<file path="src/rtl/baud_gen_pkg.sv">
package baud_gen_pkg;
    localparam int BYTE_W = 8;
    localparam int LANES  = 2;
    localparam int DIV_W  = BYTE_W * LANES;

    typedef logic [BYTE_W-1:0] byte_t;
    typedef logic [DIV_W-1:0]  div_t;

    typedef struct packed {
        div_t value;
    } div_state_t;

    typedef struct packed {
        div_t cnt;
        logic en;
    } tick_state_t;
endpackage

</file>
<file path="src/rtl/baud_div_reg.sv">
module baud_div_reg
    import baud_gen_pkg::*;
#(
    parameter div_t RESET_DIV = div_t'(27)
) (
    input  logic             clk,
    input  logic             rst_n,
    input  logic [LANES-1:0] lane_we,
    input  byte_t            wr_data,
    output div_t             div_q_o,
    output div_t             div_d_o
);
    div_state_t st_d, st_q;
    byte_t      lane_nxt [LANES];

    // one byte lane per strobe
    for (genvar gi = 0; gi < LANES; gi++) begin : g_lane
        assign lane_nxt[gi] = lane_we[gi] ? wr_data
                                          : st_q.value[gi*BYTE_W +: BYTE_W];
    end

    always_comb begin
        st_d = st_q;
        for (int i = 0; i < LANES; i++) begin
            st_d.value[i*BYTE_W +: BYTE_W] = lane_nxt[i];
        end
    end

    always_ff @(posedge clk or negedge rst_n) begin
        if (!rst_n) begin
            st_q.value <= RESET_DIV;
        end else begin
            st_q <= st_d;
        end
    end

    assign div_q_o = st_q.value;
    assign div_d_o = st_d.value;
endmodule

</file>
<file path="src/rtl/baud_tick_counter.sv">
module baud_tick_counter
    import baud_gen_pkg::*;
#(
    parameter div_t RESET_DIV = div_t'(27)
) (
    input  logic clk,
    input  logic rst_n,
    input  div_t div_cur,
    input  div_t div_nxt,
    input  logic restart,
    output logic tick,
    output div_t cnt_o
);
    tick_state_t st_d, st_q;
    logic        at_zero;

    always_comb begin
        st_d    = st_q;
        at_zero = (st_q.cnt == '0);
        st_d.en = at_zero && (div_cur != '0) && !restart;
        if (restart) begin
            st_d.cnt = div_nxt;
        end else if (at_zero) begin
            st_d.cnt = div_cur;
        end else begin
            st_d.cnt = st_q.cnt - div_t'(1);
        end
    end

    always_ff @(posedge clk or negedge rst_n) begin
        if (!rst_n) begin
            st_q.cnt <= RESET_DIV;
            st_q.en  <= 1'b0;
        end else begin
            st_q <= st_d;
        end
    end

    assign tick  = st_q.en;
    assign cnt_o = st_q.cnt;
endmodule

</file>
<file path="src/rtl/baud_enable_gen.sv">
module baud_enable_gen
    import baud_gen_pkg::*;
#(
    parameter div_t DEFAULT_DIV = div_t'(27)
) (
    input  logic       clk,
    input  logic       rst_n,
    input  logic       div_lo_we,
    input  logic       div_hi_we,
    input  logic [7:0] wr_data,
    output logic       baud_en
);
    logic [LANES-1:0] lane_we;
    div_t             div_q;
    div_t             div_d;
    div_t             cnt_q;

    assign lane_we = {div_hi_we, div_lo_we};

    baud_div_reg #(
        .RESET_DIV (DEFAULT_DIV)
    ) u_div (
        .clk     (clk),
        .rst_n   (rst_n),
        .lane_we (lane_we),
        .wr_data (wr_data),
        .div_q_o (div_q),
        .div_d_o (div_d)
    );

    baud_tick_counter #(
        .RESET_DIV (DEFAULT_DIV)
    ) u_cnt (
        .clk     (clk),
        .rst_n   (rst_n),
        .div_cur (div_q),
        .div_nxt (div_d),
        .restart (lane_we[LANES-1]),
        .tick    (baud_en),
        .cnt_o   (cnt_q)
    );
endmodule

</file>
<file path="config.mk">
export PLATFORM = sky130hd
export DESIGN_NAME = baud_enable_gen
export DESIGN_NICKNAME = d
export VERILOG_FILES = /design/src/rtl/baud_gen_pkg.sv /design/src/rtl/baud_div_reg.sv /design/src/rtl/baud_tick_counter.sv /design/src/rtl/baud_enable_gen.sv
export SDC_FILE = /design/constraint.sdc
export NUM_CORES = 1
export LEC_CHECK = 0
export ABC_AREA = 1
export BUFFER_PORTS_ARGS = -buffer_cell sky130_fd_sc_hd__buf_2
export CORE_MARGIN = 3
export CORE_UTILIZATION = 30
export DETAILED_ROUTE_END_ITERATION = 6
export MAX_ROUTING_LAYER = met4
export REMOVE_ABC_BUFFERS = 1
export SYNTH_ARGS = -nofsm -noshare
export SYNTH_HDL_FRONTEND = slang
export SYNTH_SLANG_ARGS = --single-unit
</file>
<file path="constraint.sdc">
create_clock -name clk -period 2.5 [get_ports clk]
set_clock_uncertainty 0.2 [all_clocks]
set_input_delay 0.25 -clock clk [delete_from_list [all_inputs] [get_ports clk]]
set_output_delay 0.25 -clock clk [all_outputs]
set_load 0.005 [all_outputs]
</file>
# After elaboration in Yosys (flattened, before gate mapping)

Cells that the tools add are included.

$add $sub $neg: 1
Reduce and logical (&&, ||, !) cells: 5
Multiplexer cells: 4

Operators with widths:

| cell                  | number |
|---|---|
| $mux 16               | 2 |
| $logic_not 16->1      | 1 |
| $mux 8                | 2 |
| $reduce_bool 16->1    | 1 |
| $sub 16x1->16 const B | 1 |
| $logic_and 1x1->1     | 2 |
| $logic_not 1->1       | 1 |

Bits of input ports: 12
Logic and storage cells: 13
Register bits: 33
Output and inout port bits: 1

# Logic depth before layout (Yosys ltp)

Depth after elaboration: 3
Depth in mapped cells: 10
Mapped depth without buffers: 10

# Modules after synthesis

Synthesis repeated with hierarchy kept, for this count alone.

Cells, all modules: 303
Area, all modules: 2134.5 um2

By module, submodules not included:

| module            | cells an instance | area an instance (um2) | instances |
|---|---|---|---|
| baud_tick_counter | 235               | 1519.0                 | 1 |
| baud_div_reg      | 68                | 615.6                  | 1 |

# Worst setup path after synthesis

No wires, ideal clock.

Path kind: reg-to-reg
Start point: register u_cnt.st_q, in the netlist u_cnt.cnt_o[0]
End point: register u_cnt.st_q, in the netlist u_cnt.cnt_o[10]
Path buffers: 1
Path slack: 0.877 ns
Setup time: 0.066 ns
Clock period less this slack: 1.623 ns
Required time: 2.234 ns
Stages on the path, launching flop included: 11
Arrival time: 1.357 ns
Cells stage by stage: dfstp_2 inv_1 ha_1 nand3_1 nor2_2 nand2_4 nand2_2 buf_6 o21ai_1 nand2_1 nand2_1

RTL lines:

| what                   | line                    | source |
|---|---|---|
| from (decl)            | baud_tick_counter.sv:14 | `tick_state_t st_d, st_q;` |
| from (signal assigned) | baud_tick_counter.sv:35 | `st_q <= st_d;` |

==> results.py <==
metrics = {
    "synthesis": {
        "muxShareOfSynthArea": 0,
        "ys.warnings.count": 0,
        "syn_area_um2": 1930,
        "synth_compound_area_frac": 0.0597,
        "synth_area_leaders": "dfrtp_1 (32%), nand2_1 (22%), dfstp_2 (11%)",
        "synth_seq_cells": 33,
        "yosys.area.top_type": "dfrtp_1",
        "yosysUniqueCellTypes": 21,
        "synth_xor_area_frac": 0.00454,
        "synth_top_family_by_area": "simple AND/OR/NAND/NOR gates",
        "synth_adder_area_share": 0.0130,
        "synthCells": 279,
        "syn_avg_cell_area_um2": 6.92,
        "ys_seq_area_frac": 0.433,
        "yosys.area_share.simple": 0.412,
        "synth_top_cell_area_share": 0.324,
    },
    "detailed_routing": {
        "wl_per_cell_um": 12.5,
        "num_vias": 1684,
        "drtIter0Drc": 117,
        "finalWirelength_um": 4660,
        "drtAntennaViolNets": 0,
        "drc": 0,
        "via_per_inst": 4.51,
        "first_pass_iters": 4,
    },
    "worst_setup_path": {
        "start_kind": "register",
        "crit_start": "u_cnt.cnt_o[8]$_DFF_PN0_",
        "path_max_fanout": 11,
        "worstPathRequired_ns": 2.46,
        "r2r_slack_ns": 0.74,
        "crit_top_cell": "nand2_1",
        "arrival_ns": 1.72,
        "crit_buf_inv": 0,
        "reg2reg_from": "u_cnt.cnt_o[8]$_DFF_PN0_",
        "crit_slowest_cell": "dfrtp_1",
        "path_class": "reg -> reg",
        "critical_path.max_stage_delay_ns": 0.41,
        "crit_family": "simple AND/OR/NAND/NOR gates",
        "crit_chain": "nor2_1 -> nand2_2 -> nor2_8 -> nand2_4 -> nand2_2 -> nand2_1 -> nand2_1 -> nand2_1",
        "worstSetupEndpointType": "register",
    },
    "cts": {
        "ctsLongestPathBuffers": 2,
        "cts_tree": "yes",
        "clk_pin_slew_ns": 0.07,
        "numCtsBuffers": 5,
        "clk_latency_ns": 0.28,
        "cts_root_buffer": "clkbuf_8",
        "h-tree-depth": 2,
        "post_cts_resized": 0,
        "postCtsSetupRepairBufs": 0,
        "cts.sinks": 33,
    },
    "sta": {
        "finalHoldViolations": 0,
        "setup_viol_count_final": 0,
        "clock.fmax_ghz": 0.569,
        "period_minus_slack_ns": 1.76,
        "period_share": 0.703,
        "tns_ns": 0,
        "rsz0062_at_grt": "no",
        "slew-limit-headroom": 0.503,
        "tightest_slew_ns": 0.746,
        "final_max_slew_viol_count": 0,
        "fin_hold_ws_ns": 0.0149,
    },
    "final_layout": {
        "areaGrowthSynthToFinish_pct": 13.2,
        "drive_gt1_frac": 0.141,
        "finalNetCount": 311,
        "diodes": 0,
    },
    "floorplanning": {
        "dieArea_um2": 7430,
        "coreArea_um2": 6060,
        "die_height_um": 86.2,
        "ios": 13,
        "initial_core_util": 0.318,
        "die_w_um": 86.2,
        "placementRows": 28,
    },
    "grt": {
        "antenna_found_initial": 0,
        "grt_use_total": 0.142,
        "grt_pass1_vias": 1660,
        "grt_max_degree": 34,
        "grt_pass1_wl_um": 8100,
        "grt_overflow": 0,
    },
    "flow_run": {
        "maxCapViolations": 0,
    },
    "place": {
        "port_buffers": 12,
        "post-dp-hpwl_um": 3670,
        "gp_routability_congestion": 0.912,
    },
    "pwr": {
        "power_density_nw_per_um2": 627,
        "ir_drop_mv": 0.355,
        "power.leakage_uw": 0.00116,
        "finalPower_uw": 1370,
    },
    "min_path": {
        "hold_start": "wr_data[1]",
        "hold_path.class": "in -> reg",
    },
    "outcome": {
        "status": "completed",
    },
}
[registers in the layout, indices dropped and copies added, names as in the netlist]
signal and cells:
u_cnt.cnt_o 16, u_div.div_q_o 16, u_cnt.tick 1
[path summary, 6_finish.rpt]
check | to | depth (start not counted)
worst max-delay path | u_cnt.cnt_o[5]$_DFF_PN0_ | 8
worst min-delay path | u_cnt.cnt_o[9]$_DFF_PN0_ | 3
worst max register to register | u_cnt.cnt_o[5]$_DFF_PN0_ | 8
worst min register to register | u_div.div_q_o[0]$_DFF_PN1_ | 2
max in group asynchronous | u_div.div_q_o[11]$_DFF_PN0_ | 2
min in group asynchronous | u_cnt.cnt_o[6]$_DFF_PN0_ | 2
[routing by layer]
| metal | GRT usage | share of wire | up-vias |
|---|---|---|---|
| met3 | 0.0228 | 0.031 | 4 |
| met1 | 0.197 | 0.50 | 741 |
| met5 | - | 0 | - |
| met4 | 0.0524 | 0.0088 | 0 |
| li1 | - | - | 905 |
| met2 | 0.210 | 0.46 | 34 |
[what timing repair did]
action                                  CTS  global route
endpoints found under the hold margin    27             0
endpoints found under the setup margin    0             0
hold buffers                              3             0
[synth_stat cells]
library cell	instances
dfstp_2	8
nand3_1	26
dfrtp_1	25
nand2_4	2
nor2_1	25
a21oi_1	1
nor2_2	5
ha_1	2
inv_1	30
buf_6	1
nor4_1	4
nor2_4	2
o21ai_0	13
xnor2_1	1
nand2_2	2
nand2_1	113
inv_2	3
o21ai_1	9
nand4_1	2
clkbuf_1	4
nor2_8	1
[placed cells by master (no fill, tap or decap), types with 2 or more instances in the layout]
| master | n |
|---|---|
| inv_1 | 30 |
| o21ai_0 | 13 |
| ha_1 | 2 |
| nand3_1 | 26 |
| buf_2 | 12 |
| dfrtp_1 | 25 |
| dfstp_2 | 8 |
| clkbuf_1 | 2 |
| nor4_1 | 4 |
| nor2_1 | 25 |
| inv_2 | 3 |
| nand4_1 | 2 |
| nor2_4 | 2 |
| nor2_2 | 5 |
| nand2_4 | 2 |
| dlygate4sd3_1 | 3 |
| clkbuf_8 | 6 |
| o21ai_1 | 9 |
| nand2_1 | 113 |
| nand2_2 | 2 |
[logic make-up after synthesis]
logic type                 after synthesis
and+or+nand+nor                        182
buffers and inverters                   38
DFF                                     33
AOI/OAI and AO/OA                       23
adders and majority gates                2
xor gates and xnor gates                 1
[per-stage QoR]
step | worst slack (ns) | cells | area (um^2) | util
6_report | 0.744 | 373 | 2180 | 0.360
5_1_grt | 0.597 | 373 | 2180 | 0.360
4_1_cts | 0.728 | 373 | 2180 | 0.360
3_5_place_dp | 0.741 | 362 | 2060 | 0.341
3_3_place_gp | 0.725 | 362 | 2060 | 0.341
2_1_floorplan | 0.921 | 274 | 1900 | -
[layout make-up]
type	instances	area [um^2]
Timing Repair Buffer	16	97.6
Fill cell	635	3880
Tap cell	75	93.8
Sequential cell	33	836
Inverter	33	124
Clock buffer	8	90.1
Multi-Input combinational cell	208	943
[worst reg2reg max path, stage by stage (launching register included)]
cell,delay [ns]
dfrtp_1,0.41
nor2_1,0.21
nand2_2,0.15
nor2_8,0.15
nand2_4,0.10
nand2_2,0.20
nand2_1,0.08
nand2_1,0.06
nand2_1,0.07
[power by group]
| part | internal (uW) | switching, uW | total [uW] | leakage [uW] |
|---|---|---|---|---|
| Combinational | 99.8 | 200 | 300 | 0.000724 |
| Sequential | 605 | 58.5 | 664 | 0.000389 |
| Clock | 224 | 181 | 406 | 0.0000455 |
| Total | 930 | 440 | 1370 | 0.00116 |
No activity file was read; power rests on OpenSTA's default activity.
